--- config.mk ---
export PLATFORM = sky130hd
export DESIGN_NAME = ide_cfg_regs
export DESIGN_NICKNAME = d
export VERILOG_FILES = /design/src/rtl/ide_cfg_pkg.sv /design/src/rtl/ide_cfg_ptr.sv /design/src/rtl/ide_cfg_bank.sv /design/src/rtl/ide_cfg_regs.sv
export SDC_FILE = /design/constraint.sdc
export NUM_CORES = 1
export LEC_CHECK = 0
export BUFFER_PORTS_ARGS = -buffer_cell sky130_fd_sc_hd__buf_2
export CORE_MARGIN = 5
export CORE_UTILIZATION = 42
export CTS_BUF_LIST = sky130_fd_sc_hd__clkbuf_16
export DETAILED_ROUTE_END_ITERATION = 8
export GPL_TIMING_DRIVEN = 0
export PLACE_DENSITY = 0.64
export RECOVER_POWER = 25
export SLEW_MARGIN = 0
export SYNTH_ARGS = -nofsm -noshare
export SYNTH_HDL_FRONTEND = slang
export SYNTH_SLANG_ARGS = --single-unit
--- constraint.sdc ---
create_clock -name clk_i -period 5 [get_ports clk_i]
set_input_delay 0.75 -clock clk_i [delete_from_list [all_inputs] [get_ports clk_i]]
set_output_delay 0.75 -clock clk_i [all_outputs]
set_load 0.02 [all_outputs]
--- src/rtl/ide_cfg_pkg.sv ---
package ide_cfg_pkg;
  localparam int DATA_W = 16;
  localparam int BYTE_W = 8;
  localparam int IDX_W  = 3;
  localparam int RA_W   = 10;
  localparam int N_BANK = 2;

  localparam logic [IDX_W-1:0] SLOT_CMD  = 3'd0;
  localparam logic [IDX_W-1:0] SLOT_GEN  = 3'd1;
  localparam logic [IDX_W-1:0] SLOT_RALO = 3'd2;
  localparam logic [IDX_W-1:0] SLOT_RAHI = 3'd3;
  localparam logic [IDX_W-1:0] SLOT_CTL  = 3'd4;
  localparam logic [IDX_W-1:0] SLOT_DTIM = 3'd5;
  localparam logic [IDX_W-1:0] SLOT_CTIM = 3'd6;

  localparam int PTR_BANK_BIT  = 3;
  localparam int PTR_MED_BIT   = 4;
  localparam int PTR_BURST_BIT = 5;
  localparam int PTR_WAIT_BIT  = 6;
  localparam int PTR_STEP_BIT  = 7;
endpackage

--- src/rtl/ide_cfg_ptr.sv ---
module ide_cfg_ptr #(
  parameter int               PW       = 8,
  parameter int               IW       = 3,
  parameter logic [IW-1:0]    LAST_IDX = 3'd6,
  parameter logic [PW-1:0]    RST_VAL  = 8'h50,
  parameter int               STEP_BIT = 7
) (
  input  logic          clk_i,
  input  logic          rst_ni,
  input  logic          wr_i,
  input  logic [PW-1:0] wdata_i,
  input  logic          access_i,
  output logic [PW-1:0] ptr_o
);
  logic [PW-1:0] ptr_q;
  logic [IW-1:0] idx_nxt;

  // wrap past the last slot; bank and option bits untouched
  always_comb begin
    if (ptr_q[IW-1:0] >= LAST_IDX) idx_nxt = '0;
    else                           idx_nxt = ptr_q[IW-1:0] + 1'b1;
  end

  always_ff @(posedge clk_i or negedge rst_ni) begin
    if (!rst_ni) ptr_q <= RST_VAL;
    else if (wr_i) ptr_q <= wdata_i;
    else if (access_i && ptr_q[STEP_BIT]) ptr_q[IW-1:0] <= idx_nxt;
  end

  assign ptr_o = ptr_q;
endmodule

--- src/rtl/ide_cfg_bank.sv ---
module ide_cfg_bank
  import ide_cfg_pkg::*;
#(
  parameter logic [DATA_W-1:0] CMD_RST  = 16'h01F0,
  parameter logic [DATA_W-1:0] CTL_RST  = 16'h03F6,
  parameter logic [BYTE_W-1:0] GEN_RST  = 8'h01,
  parameter logic [BYTE_W-1:0] DTIM_RST = 8'hF5,
  parameter logic [BYTE_W-1:0] CTIM_RST = 8'hDE
) (
  input  logic              clk_i,
  input  logic              rst_ni,
  input  logic              we_i,
  input  logic [IDX_W-1:0]  idx_i,
  input  logic [DATA_W-1:0] wdata_i,
  output logic [DATA_W-1:0] rdata_o,
  output logic [DATA_W-1:0] cmd_base_o,
  output logic [DATA_W-1:0] ctl_base_o,
  output logic [BYTE_W-1:0] gen_o,
  output logic [RA_W-1:0]   ra_count_o,
  output logic              ra_en_o,
  output logic              mode4_o,
  output logic              fifo_clr_o,
  output logic [BYTE_W-1:0] dtim_o,
  output logic [BYTE_W-1:0] ctim_o
);
  localparam int RA_HI_W = RA_W - BYTE_W;

  logic [DATA_W-1:0]  cmd_q, ctl_q;
  logic [BYTE_W-1:0]  gen_q, ralo_q, dtim_q, ctim_q;
  logic [RA_HI_W-1:0] rahi_q;
  logic               ra_en_q, mode4_q, fifo_q;
  logic [BYTE_W-1:0]  wbyte;

  assign wbyte = wdata_i[BYTE_W-1:0];

  always_ff @(posedge clk_i or negedge rst_ni) begin
    if (!rst_ni) begin
      cmd_q   <= CMD_RST;
      ctl_q   <= CTL_RST;
      gen_q   <= GEN_RST;
      ralo_q  <= '0;
      rahi_q  <= '0;
      ra_en_q <= 1'b0;
      mode4_q <= 1'b0;
      dtim_q  <= DTIM_RST;
      ctim_q  <= CTIM_RST;
      fifo_q  <= 1'b0;
    end else begin
      fifo_q <= 1'b0;
      if (we_i) begin
        unique case (idx_i)
          SLOT_CMD:  cmd_q  <= wdata_i;
          SLOT_GEN:  gen_q  <= wbyte;
          SLOT_RALO: ralo_q <= wbyte;
          SLOT_RAHI: begin
            rahi_q  <= wbyte[RA_HI_W-1:0];
            ra_en_q <= wbyte[7];
            mode4_q <= wbyte[4];
            fifo_q  <= wbyte[6];
          end
          SLOT_CTL:  ctl_q  <= wdata_i;
          SLOT_DTIM: dtim_q <= wbyte;
          SLOT_CTIM: ctim_q <= wbyte;
          default: ;
        endcase
      end
    end
  end

  // write-only and unused slots read as zero
  always_comb begin
    unique case (idx_i)
      SLOT_CMD:  rdata_o = cmd_q;
      SLOT_GEN:  rdata_o = {{(DATA_W-BYTE_W){1'b0}}, gen_q};
      SLOT_CTL:  rdata_o = ctl_q;
      SLOT_DTIM: rdata_o = {{(DATA_W-BYTE_W){1'b0}}, dtim_q};
      SLOT_CTIM: rdata_o = {{(DATA_W-BYTE_W){1'b0}}, ctim_q};
      default:   rdata_o = '0;
    endcase
  end

  assign cmd_base_o = cmd_q;
  assign ctl_base_o = ctl_q;
  assign gen_o      = gen_q;
  assign ra_count_o = {rahi_q, ralo_q};
  assign ra_en_o    = ra_en_q;
  assign mode4_o    = mode4_q;
  assign fifo_clr_o = fifo_q;
  assign dtim_o     = dtim_q;
  assign ctim_o     = ctim_q;
endmodule

--- src/rtl/ide_cfg_regs.sv ---
module ide_cfg_regs
  import ide_cfg_pkg::*;
#(
  parameter logic [N_BANK-1:0][DATA_W-1:0] CMD_RST = {16'h0170, 16'h01F0},
  parameter logic [N_BANK-1:0][DATA_W-1:0] CTL_RST = {16'h0376, 16'h03F6},
  parameter logic [BYTE_W-1:0]             PTR_RST = 8'h50
) (
  input  logic                           clk_i,
  input  logic                           rst_ni,
  input  logic                           host_req_i,
  input  logic                           host_we_i,
  input  logic                           host_addr_i,
  input  logic [DATA_W-1:0]              host_wdata_i,
  output logic [DATA_W-1:0]              rdata_o,
  output logic                           rvalid_o,
  output logic                           post_wait_o,
  output logic                           burst_dis_o,
  output logic                           sel_medium_o,
  output logic [N_BANK-1:0][DATA_W-1:0]  cmd_base_o,
  output logic [N_BANK-1:0][DATA_W-1:0]  ctl_base_o,
  output logic [N_BANK-1:0][BYTE_W-1:0]  gen_cfg_o,
  output logic [N_BANK-1:0][RA_W-1:0]    ra_count_o,
  output logic [N_BANK-1:0]              ra_en_o,
  output logic [N_BANK-1:0]              mode4_o,
  output logic [N_BANK-1:0]              fifo_clr_o,
  output logic [N_BANK-1:0][BYTE_W-1:0]  data_tim_o,
  output logic [N_BANK-1:0][BYTE_W-1:0]  ctl_tim_o
);
  logic [BYTE_W-1:0]             ptr_q;
  logic                          ptr_wr, data_acc, data_wr;
  logic                          bank_sel;
  logic [N_BANK-1:0][DATA_W-1:0] bank_rdata;
  logic [DATA_W-1:0]             rdata_d;
  logic [DATA_W-1:0]             rdata_q;
  logic                          rvalid_q;

  assign ptr_wr   = host_req_i && host_we_i && host_addr_i;
  assign data_acc = host_req_i && !host_addr_i;
  assign data_wr  = data_acc && host_we_i;
  assign bank_sel = ptr_q[PTR_BANK_BIT];

  ide_cfg_ptr #(
    .PW      (BYTE_W),
    .IW      (IDX_W),
    .LAST_IDX(SLOT_CTIM),
    .RST_VAL (PTR_RST),
    .STEP_BIT(PTR_STEP_BIT)
  ) u_ptr (
    .clk_i   (clk_i),
    .rst_ni  (rst_ni),
    .wr_i    (ptr_wr),
    .wdata_i (host_wdata_i[BYTE_W-1:0]),
    .access_i(data_acc),
    .ptr_o   (ptr_q)
  );

  for (genvar g = 0; g < N_BANK; g++) begin : g_bank
    ide_cfg_bank #(
      .CMD_RST(CMD_RST[g]),
      .CTL_RST(CTL_RST[g])
    ) u_bank (
      .clk_i     (clk_i),
      .rst_ni    (rst_ni),
      .we_i      (data_wr && (bank_sel == g[0])),
      .idx_i     (ptr_q[IDX_W-1:0]),
      .wdata_i   (host_wdata_i),
      .rdata_o   (bank_rdata[g]),
      .cmd_base_o(cmd_base_o[g]),
      .ctl_base_o(ctl_base_o[g]),
      .gen_o     (gen_cfg_o[g]),
      .ra_count_o(ra_count_o[g]),
      .ra_en_o   (ra_en_o[g]),
      .mode4_o   (mode4_o[g]),
      .fifo_clr_o(fifo_clr_o[g]),
      .dtim_o    (data_tim_o[g]),
      .ctim_o    (ctl_tim_o[g])
    );
  end

  always_comb begin
    if (host_addr_i) rdata_d = {{(DATA_W-BYTE_W){1'b0}}, ptr_q};
    else             rdata_d = bank_rdata[bank_sel];
  end

  always_ff @(posedge clk_i or negedge rst_ni) begin
    if (!rst_ni) begin
      rdata_q  <= '0;
      rvalid_q <= 1'b0;
    end else begin
      rvalid_q <= host_req_i && !host_we_i;
      if (host_req_i && !host_we_i) rdata_q <= rdata_d;
    end
  end

  assign rdata_o      = rdata_q;
  assign rvalid_o     = rvalid_q;
  assign post_wait_o  = ptr_q[PTR_WAIT_BIT];
  assign burst_dis_o  = ptr_q[PTR_BURST_BIT];
  assign sel_medium_o = ptr_q[PTR_MED_BIT];
endmodule

==> reports/qor.json <==
{
  "placement": {
    "dp.final_hpwl_um": 16000,
    "pre_cts_ws_ns": 2.473,
    "finalWeightedCongestion": 0.9592,
    "buffers_added_on_ports": 178
  },
  "setup_path": {
    "worst-r2r-setup-slack_ns": 2.41,
    "worst-path-max-fanout": 104,
    "worst_path_max_delay_cell": "sky130_fd_sc_hd__clkbuf_2",
    "ordered_cell_list_for_the_critical_path": "buf_6, clkbuf_2",
    "critical_path_max_stage_delay_ns": 1.90,
    "timing.setup.critical_path_class": "in -> async",
    "cpLargestDelayFamily": "buffers and inverters",
    "r2r_end": "rdata_o[5]",
    "worst_ep_required_time_ns": 4.99,
    "worst_setup_path_start_kind": "primary input",
    "worst-endpoint-arrival_ns": 3.15,
    "timing.reg2reg.worst_path_depth": 8,
    "setup.worst_path.end_class": "async pin",
    "worst-path-buf-inv": 2,
    "r2r-start": "u_ptr.ptr_o[0]"
  },
  "logic_synthesis": {
    "synth_fa_ha_area_frac": 0.008503,
    "ys_ff_latch": 163,
    "synth_top_area_share": 0.3776,
    "post_synth_xor_area_fraction": 0,
    "ys.warnings.count": 0,
    "synthesized_nets": 552,
    "synth_ff_type": "sky130_fd_sc_hd__dfrtp_1",
    "largest_family_of_logic_cells_by_synthesized_area": "multiplexers",
    "synth_cell_types": 46,
    "ys_seq_area_frac": 0.5633,
    "syn-mean-instance-area_sq_um": 13.99,
    "synth_enable_flop_cells": 0,
    "synth_area_leaders": "sky130_fd_sc_hd__dfrtp_1, sky130_fd_sc_hd__mux2_2, sky130_fd_sc_hd__dfstp_2",
    "synth_compound_gate_area_share": 0.06582,
    "netlist_area_sq_um": 7357,
    "async_reset_ff_frac": 1.000,
    "multiplexer_fraction_of_the_synthesized_cell_area": 0.2711,
    "syn-instance-count": 526,
    "yosys.area.top_type": "sky130_fd_sc_hd__dfrtp_1",
    "synth_commonest_cells": "sky130_fd_sc_hd__mux2_2, sky130_fd_sc_hd__dfrtp_1, sky130_fd_sc_hd__dfstp_2",
    "synthMostInstantiatedCell": "sky130_fd_sc_hd__mux2_2",
    "synth_simple_gate_area_share": 0.05340
  },
  "sta": {
    "period_needed_ns": 3.159,
    "final.setup.worst_slack_ns": 1.841,
    "worst_clock_skew_ns": 0.006144,
    "final-max-slew-violation-count": 105,
    "timing.max_slew.rel_slack": -0.7094,
    "total_count_of_hold_check_failures_in_the_final_report": 0,
    "period_share": 0.6319,
    "setup_tns_ns": 0,
    "setup_viol_count_final": 0,
    "worstMarginPinSlew_ns": 2.564,
    "fmax_ghz": 0.3165,
    "grt_setup_unrepaired": "no"
  },
  "detailed_routing": {
    "remaining_drc_errors": 0,
    "vias_after_detailed_routing": 5277,
    "finalWirelength_um": 22480,
    "final_antenna_net_count": 0,
    "drt-pass1-iter-count": 5,
    "via_per_inst": 5.485,
    "per_cell_routed_wire_length_um": 23.37,
    "drt-initial-drc-count": 405
  },
  "cts": {
    "post_cts_resized": 0,
    "cts-htree-levels": 4,
    "path_clk_slew_ns": 0.06,
    "clock_insertion_delay_worst_skew_ns": 0.43,
    "cts_tree": "built",
    "clk_path_buf_depth": 2,
    "number_of_clock_sinks": 163,
    "cts-buffers-inserted": 17,
    "cts_root_buffer": "sky130_fd_sc_hd__clkbuf_16",
    "hold_buffers": 0,
    "post_cts.repair.setup_buffers": 0
  },
  "power_and_ir_drop": {
    "combPwrFrac": 0.399,
    "internal_power_mw": 3.591,
    "sw_frac_of_total": 0.3938,
    "static-leakage-power_nw": 4.552,
    "power_switching_mw": 2.333,
    "peakVddDrop_v": 0.0003172,
    "clkPwrFrac": 0.213,
    "report.power.total_mw": 5.924,
    "power.density_cell_area_nw_per_um2": 650.0,
    "seq_power_share": 0.388
  },
  "cells_and_area": {
    "num-fill-cells": 1495,
    "flow.area_growth_from_synthesis_pct": 23.86,
    "antenna_cells_inserted": 0,
    "final_net_count": 750,
    "drive_gt1_frac": 0.6214
  },
  "job": {
    "cap_violations": 1
  },
  "floorplan": {
    "core_area_sq_um": 17240,
    "initial_core_utilization": 0.4268,
    "top_level_port_count": 179,
    "dieArea_sq_um": 20260,
    "die_h_um": 142.4,
    "placementRows": 48,
    "chip_width_um": 142.4
  },
  "global_routing": {
    "initial_antenna_violation_count": 0,
    "grt_pass1_vias": 5608,
    "grt_overflow_total": 0,
    "maximum_number_of_pins_on_one_net_before_global_route_repair": 105,
    "wire_length_of_the_first_global_routing_pass_um": 34290,
    "grt_use_total": 0.2259
  },
  "hold_path": {
    "timing.hold.worst.class": "in -> async"
  },
  "outcome": {
    "run_status": "complete, but fails checks",
    "failed_checks": "capacitance limit, slew limit"
  }
}
## cell families (layout without fill, tap and decap cells)
family          Yosys count  count (layout)
compound gates           68              68
fa+ha+maj                 5               5
simple gates             67              67
mux                     166             166
buf+inv                  57             268
flops                   163             163
## cells in the final DEF (no fill, tap or decap), types with 4 or more instances in the layout
| cell type | instances |
|---|---|
| sky130_fd_sc_hd__mux4_2 | 8 |
| sky130_fd_sc_hd__ha_1 | 5 |
| sky130_fd_sc_hd__mux2_4 | 10 |
| sky130_fd_sc_hd__dfstp_2 | 52 |
| sky130_fd_sc_hd__inv_6 | 4 |
| sky130_fd_sc_hd__mux2_2 | 145 |
| sky130_fd_sc_hd__a221oi_1 | 5 |
| sky130_fd_sc_hd__dfrtp_1 | 111 |
| sky130_fd_sc_hd__a221o_1 | 7 |
| sky130_fd_sc_hd__nand2_1 | 21 |
| sky130_fd_sc_hd__buf_2 | 186 |
| sky130_fd_sc_hd__nor2_1 | 10 |
| sky130_fd_sc_hd__a222oi_1 | 4 |
| sky130_fd_sc_hd__clkbuf_16 | 19 |
| sky130_fd_sc_hd__and3_1 | 10 |
| sky130_fd_sc_hd__nand3_1 | 5 |
| sky130_fd_sc_hd__o21ai_0 | 13 |
| sky130_fd_sc_hd__o31ai_1 | 5 |
| sky130_fd_sc_hd__clkbuf_1 | 17 |
| sky130_fd_sc_hd__a21oi_1 | 19 |
| sky130_fd_sc_hd__buf_1 | 4 |
| sky130_fd_sc_hd__buf_6 | 4 |
| sky130_fd_sc_hd__buf_4 | 8 |
| sky130_fd_sc_hd__inv_1 | 15 |
| sky130_fd_sc_hd__clkinvlp_4 | 4 |
## power by group through the flow
stage / Sequential, mW / Combinational (mW) / Clock (mW)
4_1_cts: 2.30 / 2.39 / 1.28
3_3_place_gp: 2.28 / 2.33 / 0
2_1_floorplan: 2.83 / 0.934 / 0
3_5_place_dp: 2.32 / 2.38 / 0
5_1_grt: 2.37 / 2.51 / 1.34
6_report: 2.30 / 2.36 / 1.26
## routing by layer
metal | part of all wire | GRT usage | up-vias
li1 | - | - | 2317
met5 | 0 | 0 | -
met1 | 0.42 | 0.3012 | 2721
met3 | 0.072 | 0.05914 | 36
met4 | 0.023 | 0.07304 | 0
met2 | 0.48 | 0.3630 | 203
## through the flow
| stage | hold slack [ns] | utilization | cells | area, sq um |
|---|---|---|---|---|
| 6_report | 0.2720 | 0.5287 | 962 | 9112 |
| 5_1_grt | 0.3124 | 0.5287 | 962 | 9112 |
| 4_1_cts | 0.3096 | 0.5301 | 962 | 9136 |
| 3_5_place_dp | 0.4737 | 0.4968 | 930 | 8563 |
| 3_3_place_gp | 0.4629 | 0.4948 | 929 | 8529 |
| 2_1_floorplan | 0.4544 | - | 526 | 7357 |
## final cells by class
type                            instances  area, sq um  share of cell area
Timing Repair Buffer                  179        900.9             0.09886
Inverter                               16        60.06            0.006591
Tap cell                              225        281.5             0.03089
Clock inverter                         13        97.59             0.01071
Buffer                                 41        219.0             0.02403
Clock buffer                           19        475.5             0.05218
Multi-Input combinational cell        306         2934              0.3220
Sequential cell                       163         4144              0.4548
## state kept, by name, indices dropped and copies added (netlist names)
signal and count:
g_bank.u_bank.cmd_base_o 32, g_bank.u_bank.ctim_o 16, g_bank.u_bank.ctl_base_o 32, g_bank.u_bank.dtim_o 16, g_bank.u_bank.fifo_clr_o 2, g_bank.u_bank.gen_o 16, g_bank.u_bank.mode4_o 2, g_bank.u_bank.ra_en_o 2
g_bank.u_bank.rahi_q 4, g_bank.u_bank.ralo_q 16, rdata_o 16, rvalid_o 1, u_ptr.ptr_o 8
## how the worst max path moves through the flow
stage                   startpoint                         endpoint  slack (ns)  depth (start not counted)
floorplan               host_req_i  g_bank[0].u_bank.ctl_base_o[10]        2.95                          7
global placement            rst_ni                      rdata_o[12]        0.88                          1
detailed placement     host_addr_i   g_bank[1].u_bank.cmd_base_o[9]        2.47                          6
CTS                 u_ptr.ptr_o[0]                       rdata_o[5]        2.51                          8
global route                rst_ni  g_bank[1].u_bank.cmd_base_o[11]        1.21                          2
finish                      rst_ni   g_bank[1].u_bank.cmd_base_o[9]        1.84                          2
(Power assumes the default switching activity.)
